## src/rtl/fsync_pkg.sv

```systemverilog
package fsync_pkg;

  // Shortest frame that still leaves one low cycle after a one-cycle pulse.
  localparam int unsigned MIN_FRAME = 2;

  typedef enum logic {WIDTH_HALF = 1'b0, WIDTH_PROG = 1'b1} width_mode_e;

  // The programmed width is used only in TDM mode with the half-duty select clear.
  function automatic width_mode_e pick_mode(input logic tdm, input logic half);
    return (tdm && !half) ? WIDTH_PROG : WIDTH_HALF;
  endfunction

  function automatic int unsigned clamp_len(input int unsigned len);
    return (len < MIN_FRAME) ? MIN_FRAME : len;
  endfunction

  // High cycles in one frame, limited so that the frame ends low.
  function automatic int unsigned high_cycles(input width_mode_e mode,
                                              input int unsigned field,
                                              input int unsigned len);
    int unsigned want;
    want = (mode == WIDTH_PROG) ? field + 1 : len / 2;
    if (want > len - 1) want = len - 1;
    return want;
  endfunction

endpackage

```

## src/rtl/fsync_cfg.sv

```systemverilog
module fsync_cfg #(
  parameter int HI_W  = 11,
  parameter int LO_W  = 3,
  parameter int LEN_W = 12,
  parameter int CNT_W = 12
) (
  input  logic              tdm_en,
  input  logic              half_duty,
  input  logic [HI_W-LO_W-1:0] hi_upper,
  input  logic [LO_W-1:0]   hi_lower,
  input  logic [LEN_W-1:0]  frame_len,
  output logic [CNT_W-1:0]  len_eff,
  output logic [CNT_W-1:0]  hi_eff
);
  import fsync_pkg::*;

  logic [HI_W-1:0] field;
  width_mode_e     mode;
  int unsigned     len_i;
  int unsigned     hi_i;

  assign field = {hi_upper, hi_lower};
  assign mode  = pick_mode(tdm_en, half_duty);

  always_comb begin
    len_i = clamp_len(32'(frame_len));
    hi_i  = high_cycles(mode, 32'(field), len_i);
  end

  assign len_eff = CNT_W'(len_i);
  assign hi_eff  = CNT_W'(hi_i);
endmodule

```

## src/rtl/fsync_frame_ctr.sv

```systemverilog
module fsync_frame_ctr #(
  parameter int CNT_W = 12
) (
  input  logic             clk,
  input  logic             rst,
  input  logic [CNT_W-1:0] len_next,
  output logic             load,
  output logic             wrap,
  output logic             running,
  output logic [CNT_W-1:0] cnt,
  output logic [CNT_W-1:0] len_q
);
  localparam logic [CNT_W-1:0] ONE      = CNT_W'(1);
  localparam logic [CNT_W-1:0] LEN_INIT = CNT_W'(fsync_pkg::MIN_FRAME);

  assign wrap = running && (cnt == len_q - ONE);
  assign load = !running || wrap;

  always_ff @(posedge clk) begin
    if (rst) begin
      running <= 1'b0;
      cnt     <= '0;
      len_q   <= LEN_INIT;
    end else if (load) begin
      running <= 1'b1;
      cnt     <= '0;
      len_q   <= len_next;
    end else begin
      cnt <= cnt + ONE;
    end
  end
endmodule

```

## src/rtl/fsync_gen.sv

```systemverilog
module fsync_gen #(
  parameter int HI_W  = 11,
  parameter int LO_W  = 3,
  parameter int LEN_W = 12
) (
  input  logic                  clk,
  input  logic                  rst,
  input  logic                  tdm_en,
  input  logic                  half_duty,
  input  logic [HI_W-LO_W-1:0]  hi_upper,
  input  logic [LO_W-1:0]       hi_lower,
  input  logic [LEN_W-1:0]      frame_len,
  output logic                  fsync,
  output logic                  frame_start
);
  localparam int CNT_W = (LEN_W > HI_W + 1) ? LEN_W : HI_W + 1;

  logic [CNT_W-1:0] len_eff, hi_eff;
  logic [CNT_W-1:0] cnt, len_q, hi_q;
  logic             load, wrap, running;

  fsync_cfg #(.HI_W(HI_W), .LO_W(LO_W), .LEN_W(LEN_W), .CNT_W(CNT_W)) u_cfg (
    .tdm_en(tdm_en), .half_duty(half_duty), .hi_upper(hi_upper),
    .hi_lower(hi_lower), .frame_len(frame_len),
    .len_eff(len_eff), .hi_eff(hi_eff)
  );

  fsync_frame_ctr #(.CNT_W(CNT_W)) u_ctr (
    .clk(clk), .rst(rst), .len_next(len_eff), .load(load), .wrap(wrap),
    .running(running), .cnt(cnt), .len_q(len_q)
  );

  // The high time is latched together with the frame length.
  always_ff @(posedge clk) begin
    if (rst)       hi_q <= '0;
    else if (load) hi_q <= hi_eff;
  end

  assign frame_start = running && (cnt == '0);
  assign fsync       = running && (cnt < hi_q);
endmodule

```

## config.mk

```make
export PLATFORM = sky130hd
export DESIGN_NAME = fsync_gen
export DESIGN_NICKNAME = d
export VERILOG_FILES = /design/src/rtl/fsync_pkg.sv /design/src/rtl/fsync_cfg.sv /design/src/rtl/fsync_frame_ctr.sv /design/src/rtl/fsync_gen.sv
export SDC_FILE = /design/constraint.sdc
export NUM_CORES = 1
export LEC_CHECK = 0
export BUFFER_PORTS_ARGS = -buffer_cell sky130_fd_sc_hd__buf_2
export CAP_MARGIN = 15
export CORE_ASPECT_RATIO = 1.5
export CORE_MARGIN = 2
export CORE_UTILIZATION = 40
export DETAILED_ROUTE_END_ITERATION = 8
export GPL_ROUTABILITY_DRIVEN = 0
export PLACE_DENSITY = 0.55
export SETUP_SLACK_MARGIN = 0.05
export SLEW_MARGIN = 15
export SYNTH_ARGS = -nofsm -noshare
export SYNTH_HDL_FRONTEND = slang
export SYNTH_SLANG_ARGS = --single-unit
```

## constraint.sdc

```tcl
create_clock -name clk -period 4.9 [get_ports clk]
set_input_delay 0.245 -clock clk [delete_from_list [all_inputs] [get_ports clk]]
set_output_delay 0.245 -clock clk [all_outputs]
set_load 0.01 [all_outputs]
```

==> results of run 1 <==
[worst min-delay path, stage by stage]
cell     delay [ns]
buf_2          0.12
mux2i_1        0.07
nor2_1         0.07
[per-stage QoR]
step | hold WS, ns | utilization, %
floorplan | 0.389 | -
global placement | 0.461 | 43.2
detailed placement | 0.455 | 43.2
CTS | 0.273 | 45.5
global route | 0.296 | 45.9
finish | 0.267 | 45.9
[registers in the layout, summed over array words and instances (netlist names)]
| register | cells |
|---|---|
| u_ctr.len_q | 12 |
| hi_q | 12 |
| u_ctr.running | 1 |
| u_ctr.cnt | 12 |
[final cells by class]
cell class	instances	area, sq um	area share (%)
clock buffer	7	143	4.11
clock inverter	1	30.0	0.865
inverter	25	93.8	2.70
multi-input combinational	299	2170	62.5
sequential	37	741	21.3
tap	102	128	3.68
timing repair buffer	29	168	4.83
[kinds of logic after synthesis]
group	count (synthesis)	synth area share, %
flip-flops	37	24.1
adder cells (fa/ha/maj)	27	11.0
XOR/XNOR	36	10.2
multiplexers	22	7.16
AO/OA/AOI/OAI	67	16.0
buffers and inverters	41	5.49
AND/OR/NAND/NOR	147	26.0
[cells in the final DEF (no fill, tap or decap), types with 4 or more instances in the layout]
cell type,count
a21oi_1,14
a211oi_1,7
and3_1,4
nand2b_1,5
nor3_1,11
buf_2,28
dfxtp_1,37
and2_1,5
nor4_1,7
nor2_1,43
ha_1,27
nor2b_1,5
clkbuf_16,5
nand2_1,24
o21a_1,9
o21ai_0,12
mux2i_1,22
xor2_1,18
nand4_1,11
inv_1,24
xnor2_1,18
nand3_1,11
[routing by layer]
metal	share of wire, %	global-route usage, %	routed length [um]	vias up
li1	-	-	-	1393
met5	0	0	0	-
met4	3.9	9.12	312	0
met3	2.2	2.81	180	21
met2	53	36.1	4230	57
met1	41	23.5	3330	1272
[report_power, final]
part | internal [mW] | switching, mW | leakage, nW
logic | 0.0925 | 0.118 | 0.994
clock network | 0.254 | 0.123 | 0.0841
registers | 0.318 | 0.0181 | 0.304
[path summary, 6_finish.rpt]
| path | startpoint | depth (start not counted) | end | slack (ns) |
|---|---|---|---|---|
| min | frame_len[2] | 3 | u_ctr.len_q[2] | 0.27 |
| max | frame_len[9] | 12 | hi_q[0] | 1.50 |
| max reg2reg | u_ctr.len_q[0] | 10 | hi_q[0] | 2.04 |
| min reg2reg | hi_q[1] | 2 | hi_q[1] | 0.47 |
==> results.md, run 1 <==
Logic synthesis:
- Sorting the synthesized cells by area gives the leading types as dfxtp_1 24%, ha_1 11%, mux2i_1 7.2%, nor2_1 5.2%, xnor2_1 5.1%.
- The number of warnings reported in the yosys synthesis log is 0.
- The number of different library cells used by synthesis comes to 55.
- After synthesis, the share of flip-flops with an asynchronous set or reset is 0%.
- The main flop type after synthesis is dfxtp_1.
- Summing every instance area after synthesis gives 3080 sq um.
- The number of cells produced by synthesis is 377.
- The cell taking the most area after synthesis is dfxtp_1.
- The fraction of post-synthesis cell area in the top cell type by area is 24.1%.
- The synthesized design contains 37 register bits.
- The synthesized design contains 0 enable-type register cells.
- By count the netlist is led by 43 x nor2_1, 37 x dfxtp_1, 27 x ha_1.
- The synthesized net count is 431.
- Sequential cells were found to cover 24.1% of the synthesized design area.
- Averaged over all synthesized cells, the footprint is 8.16 sq um.
- nor2_1 is the most common cell in the netlist.

Global routing:
- The via count of the first global-routing pass is around 2700.
- The pin count of the biggest net entering global routing is 36.
- Global routing finished with a remaining overflow of 0.
- Global routing used 20.5% of the available tracks across all layers.
- The number of antenna violations at the first check in global routing came to 0.
- The wire length of the first global-routing pass is 13.3 mm.

Min path:
- The worst hold path class is primary input to register.

Final layout:
- The post-route netlist has 13.3% of its cells at a drive strength greater than 1.
- The finished layout holds 500 standard cells, fillers aside.
- Relative to the synthesized area, the layout overhead comes to 12.8%.
- The layout has 806 filler cells.
- The number of nets in the layout is 451.
- The total inserted antenna cells is 0.
- With fillers left out, the area of the finished cells amounts to 3470 sq um.

Die:
- The region available for standard cell placement spans 7560 sq um.
- The overall die area is around 8400 sq um.
- The count of standard-cell rows is 39.
- The floorplan die width is 75.6 um.
- Once the floorplan was initialized, standard cells occupied 40.7% of the core.
- The die is 111 um tall.
- For this design the top-level I/O count stands at 29.

Drt:
- The wire length reported by the detailed router is 8.05 mm.
- The via density per instance is 5.49.
- For this run, the detailed router's first-pass iteration total came to 4.
- The violation count after the first detailed-route iteration is 65.
- The routed layout has 2743 vias.
- The final routed wire length divided by cell count is 16.1 um.
- The remaining antenna violation count is 0.
- The final routed DRC violation total is 0.

Power:
- The maximum VDD drop is 139 uV.
- Summed over all cells, the static leakage comes to 1.38 nW.
- Power comes to 925 uW.
- The power density relative to cell area is 266 nW/um^2.

Timing:
- The final count of pins violating max slew is 0.
- Setup repair after global routing left no endpoint under its margin.
- The post-route setup TNS is 0 ns.
- The clock period could shrink to 3.40 ns.
- The final setup slack of the worst path is 1.50 ns.
- Setup violations remaining at the end of the flow were counted as 0.
- The final worst clock skew is about 0.0047 ns.
- After layout, the worst path uses a little over two thirds of the clock period.
- Static timing analysis puts the maximum clock frequency at 294 MHz.
- The number of hold violations in the final report is 0.
- The worst pin sits at a relative slew slack of a little over half.
- For the pin with the worst max-slew slack, the measured transition is 0.705 ns.

Placement:
- Prior to clock tree synthesis, the placed netlist has a worst setup slack of 1.20 ns.
- The placed cell area is 3270 sq um.
- Buffers placed on the I/O ports in this run total 28.
- The placed cell count is 491.
- The placed wire-length estimate is about 6.4 mm.

Critical path:
- The worst-path maximum fanout is 18.
- The required time of the worst setup path is 5.13 ns.
- The slowest stage of the critical path belongs to the cell or4_4.
- The critical path's largest stage delay is 0.56 ns.
- Grouping stages by cell kind, the critical path spends the most delay in simple AND/OR/NAND/NOR gates.
- The number of buffer and inverter instances along the worst setup path is 1.
- The startpoint type of the worst setup path is a primary input.
- STA puts the critical path data arrival time at 3.63 ns.
- Walking the worst path, the cells encountered are buf_2 -> or4_4 -> or4b_4 -> a21oi_1 -> ha_1 -> nor2b_1 -> o211ai_1 -> a21oi_1 -> o311a_1 -> or2_0 -> a211oi_1 -> a31o_2.
- By instance count, the cell type seen most on the critical path is a21oi_1.
- The sort of element at the end of the critical path is a register.
- The class of the most critical setup path is primary input to register.

Clocking:
- The CTS root buffer is clkbuf_16.
- The number of H-tree levels is 2.
- The number of buffers on the longest clock path is 2.
- CTS saw 37 sinks.
- The post-CTS setup-driven buffer insertion count is 0.
- The number of gates resized after cts is 0.
- Clock-pin slew was measured on the worst setup and hold paths at approximately 0.060 ns.
- The cts-stage hold buffer count is 0.
- In this run, CTS created clock tree buffers numbering 5.
- The later pin in the worst-skew pair is clocked with a latency of 0.28 ns.
- The clock tree from TritonCTS is done.

Status:
- The run finished with clean final reports.

Flow run:
- The tool flagged a number of max-cap violations equal to 0.
Power figures use the tool's default switching activity.
==> inputs of run 2 (changes only) <==
PLACE_DENSITY = 0.57   (was 0.55)
clock period = 2.85 ns   (was 4.9 ns; I/O delays follow)
==> run 2 against run 1 <==
Against the previous run:
- the run now ends with setup timing left
- total power grew 66%
- combinational power grew 110%
- die area is the same
- critical path type unchanged
- largest cell class unchanged
- highest routed layer unchanged
==> results.md, run 2 (same netlist as run 1, synthesis figures left out) <==
Status:
- The run finished, with violations left.
- The final reports fail on setup timing.

Global routing:
- The met1 capacity usage during global routing is 23.0% (-0.44 points).
- The overall track demand over capacity in global routing is 20.5% (+0.039 points).
- The global routing met3 resource utilization is 2.17% (-0.63 points).
- The pin count of the biggest net entering global routing was 28 (-22%).
- The wire length of the first global-routing pass is 13.4 mm (+1.1%).
- The global-route congestion overflow total is 0 (unchanged).
- The met2 track demand over resource in global routing is 36.5% (+0.35 points).
- The number of antenna violations at the first check in global routing is 0 (unchanged).
- The via count of the first global-routing pass is 2797 (+2.8%).
- The most heavily used metal layer in global routing is met2.

Die:
- The number of top-level design ports is 29 (unchanged).
- The count of standard-cell rows is 39 (unchanged).
- The height of the die is 111 um (unchanged).
- The overall die area was 8420 sq um (unchanged).
- The initial cell density of the core came to 40.7% (unchanged).
- The floorplan die width is 75.6 um (unchanged).
- The total core area was 7560 sq um (unchanged).

Timing:
- The post-route setup TNS was -0.0686 ns (-0.0686 ns).
- The final hold slack is 0.260 ns (-0.00772 ns).
- Setup repair after global routing could not meet its margin everywhere.
- The final worst clock skew is 0.00489 ns (+0.000212 ns).
- The final count of pins violating max slew came to 0 (unchanged).
- The count of endpoints failing setup in the final report is 3 (+3).
- The measured slew at the worst slew-check pin is 0.582 ns (-0.123 ns).
- The final critical path time including I/O delays and setup is 2.89 ns.
- For this run, the top clock speed supported by timing is between 300 and 400 MHz.
- The number of hold violations in the final report is 0 (unchanged).
- The relative slew slack was 61.2% (+8.2 points).
- The final worst-path cycle share is 101%.
- The final setup slack of the worst path is -0.0424 ns (-1.54 ns).

Placement:
- The count of buffers from port buffering came to 28 (unchanged).
- The placed cell count was 535 (+9.0%).
- The placed wire-length estimate is 6.67 mm (+4.0%).

Final layout:
- The number of filler instances in the final layout is 752 (-6.7%).
- The largest registers in the layout are hi_q (12), u_ctr.cnt (12), u_ctr.len_q (12).
- The signed area change from the synthesized netlist to the final layout is 26.2%.
- The top cell types in the final layout, fill and taps aside, are 43 x buf_4, 42 x nor2_1, 37 x dfxtp_1, 27 x buf_2, 25 x ha_1.
- The total inserted antenna cells is 0 (unchanged).
- The leading cell type in the layout, fill and taps excluded is buf_4.
- The non-filler instance count after layout is 544 (+8.8%).
- The number of nets in the layout came to 495 (+9.8%).
- The share of cells above drive strength 1 came to 25.6% (+12 points).

Critical path:
- The critical path startpoint is frame_len[9].
- The critical path's largest stage delay is 0.61 ns (+0.05 ns).
- The worst setup path is launched from a primary input.
- The register-to-register setup slack is 0.15 ns (-1.89 ns).
- The worst setup path is captured at a register.
- The largest individual stage delay along the critical path comes from the cell or4b_4.
- The number of buffer and inverter instances along the worst setup path is 2 (+1).
- The worst endpoint data arrival time came to 3.02 ns (-0.61 ns).
- Traced cell by cell, the critical path runs through buf_6 -> or4_4 -> or4b_4 -> a21oi_4 -> ha_4 -> nor2b_1 -> o211ai_1 -> a21oi_1 -> o311a_4 -> buf_6 -> nor2b_1 -> nor3_1 -> a211oi_1.
- The reg-to-reg critical path startpoint is u_ctr.len_q[1].
- The required time of the worst setup path is 2.98 ns (-2.15 ns).
- The cell family contributing the most delay on the critical path is simple AND/OR/NAND/NOR gates.
- The worst setup path is of the primary input to register kind.
- The worst-path maximum fanout is 8 (-10).

Clocking:
- The clock insertion delay at the later pin of the skew report is 0.28 ns (about the same).
- The CTS buffer count is 5 (unchanged).
- The CTS root buffer is clkbuf_16.
- The number of sinks on the clock net is 37 (unchanged).
- The number of buffers on the longest clock path came to 2 (unchanged).
- The clock-pin slew reported for the worst setup and hold paths after clock tree synthesis is 0.05 ns (about the same).
- TritonCTS built the clock tree.
- The number of H-tree levels is 2 (unchanged).
- The cts-stage hold buffer count came to 0 (unchanged).

Power:
- The final total power is 1.53 mW (+66%).
- The share of total power in sequential cells is 37.6% (+1.2 points).
- The clock network power share is 34.1% (-6.7 points).
- The leakage power came to 1.60 nW (+16%).
- The net switching share of the total power is 29.8% (+1.7 points).
- The internal power is 1.08 mW (+62%).
- The power share of the combinational group was 28.3% (+5.5 points).
- The power density relative to cell area was 395 nW/um^2 (+48%).
- The maximum VDD drop was 273 uV (+97%).
- The switching component of the power is 458 uW (+76%).

Drt:
- The detailed-routing iteration count for the pre-antenna-repair pass is 4 (unchanged).
- The violation count after the first detailed-route iteration is 69 (+6.2%).
- The wire length reported by the detailed router is 8.11 mm (+0.80%).
- The final routed DRC violation total is 0 (unchanged).
- The total number of vias is 2891 (+5.4%).
- The remaining antenna violation count is 0 (unchanged).
- The final routed wire length divided by cell count was 14.9 um (-7.4%).
- The via density per instance is 5.31 (-3.1%).

Min path:
- In this run the worst hold path is classified as primary input to register.
- In this run the most critical hold path is launched from frame_len[7].

Flow run:
- The max-cap check violation count came to 0 (unchanged).
==> run 2: final timing paths <==
check	cells after the start	endpoint
setup reg to reg	10	hi_q[11]
setup / recovery	13	hi_q[11]
hold reg to reg	2	hi_q[8]
hold / removal	4	u_ctr.len_q[7]
==> run 2: routing by layer <==
metal  routed length, um  part of all wire [%]
met4                 407                   5.0
met3                 206                   2.5
met2                4260                    53
met5                   0                     0
met1                3240                    40
==> run 2: per-stage QoR <==
step | setup slack (ns) | utilization (%) | cell area [sq um]
after global routing | -0.116 | 51.3 | 3880
after floorplan | -0.159 | - | 3110
after detailed placement | -0.366 | 47.7 | 3610
final | -0.0424 | 51.3 | 3880
after CTS | -0.0636 | 49.8 | 3770
after global placement | -0.332 | 47.7 | 3610
==> run 2: worst reg2reg max path: stages, from the launching register on <==
cell      delay, ns
dfxtp_1        0.34
inv_1          0.09
ha_2           0.22
or3b_4         0.43
nor4_4         0.25
xnor2_1        0.13
nor4_4         0.38
a31oi_4        0.19
buf_4          0.23
nor3_1         0.23
a211oi_1       0.07
==> run 2: power by group through the flow <==
stage / Combinational, mW / Clock [mW] / Sequential, mW
3_3_place_gp: 0.401 / 0 / 0.585
5_1_grt: 0.483 / 0.560 / 0.581
2_1_floorplan: 0.278 / 0 / 0.576
6_report: 0.434 / 0.523 / 0.577
3_5_place_dp: 0.407 / 0 / 0.587
4_1_cts: 0.414 / 0.536 / 0.576
==> run 2: final cells by class <==
| cell class | count | area (sq um) | share of cell area [%] |
|---|---|---|---|
| clock buffers | 6 | 129 | 3.32 |
| clock inverters | 2 | 10.0 | 0.258 |
| inverters | 25 | 93.8 | 2.42 |
| multi-input cells | 299 | 2290 | 59.0 |
| flip-flops and latches | 37 | 741 | 19.1 |
| well taps | 102 | 128 | 3.29 |
| repair buffers | 73 | 492 | 12.7 |
==> run 2: timing repair <==
item,4_1_cts,5_1_grt
pin swaps,0,2
resized for setup,4,19
setup endpoints to repair,12,23
buffers inserted,0,1
cloned,0,0
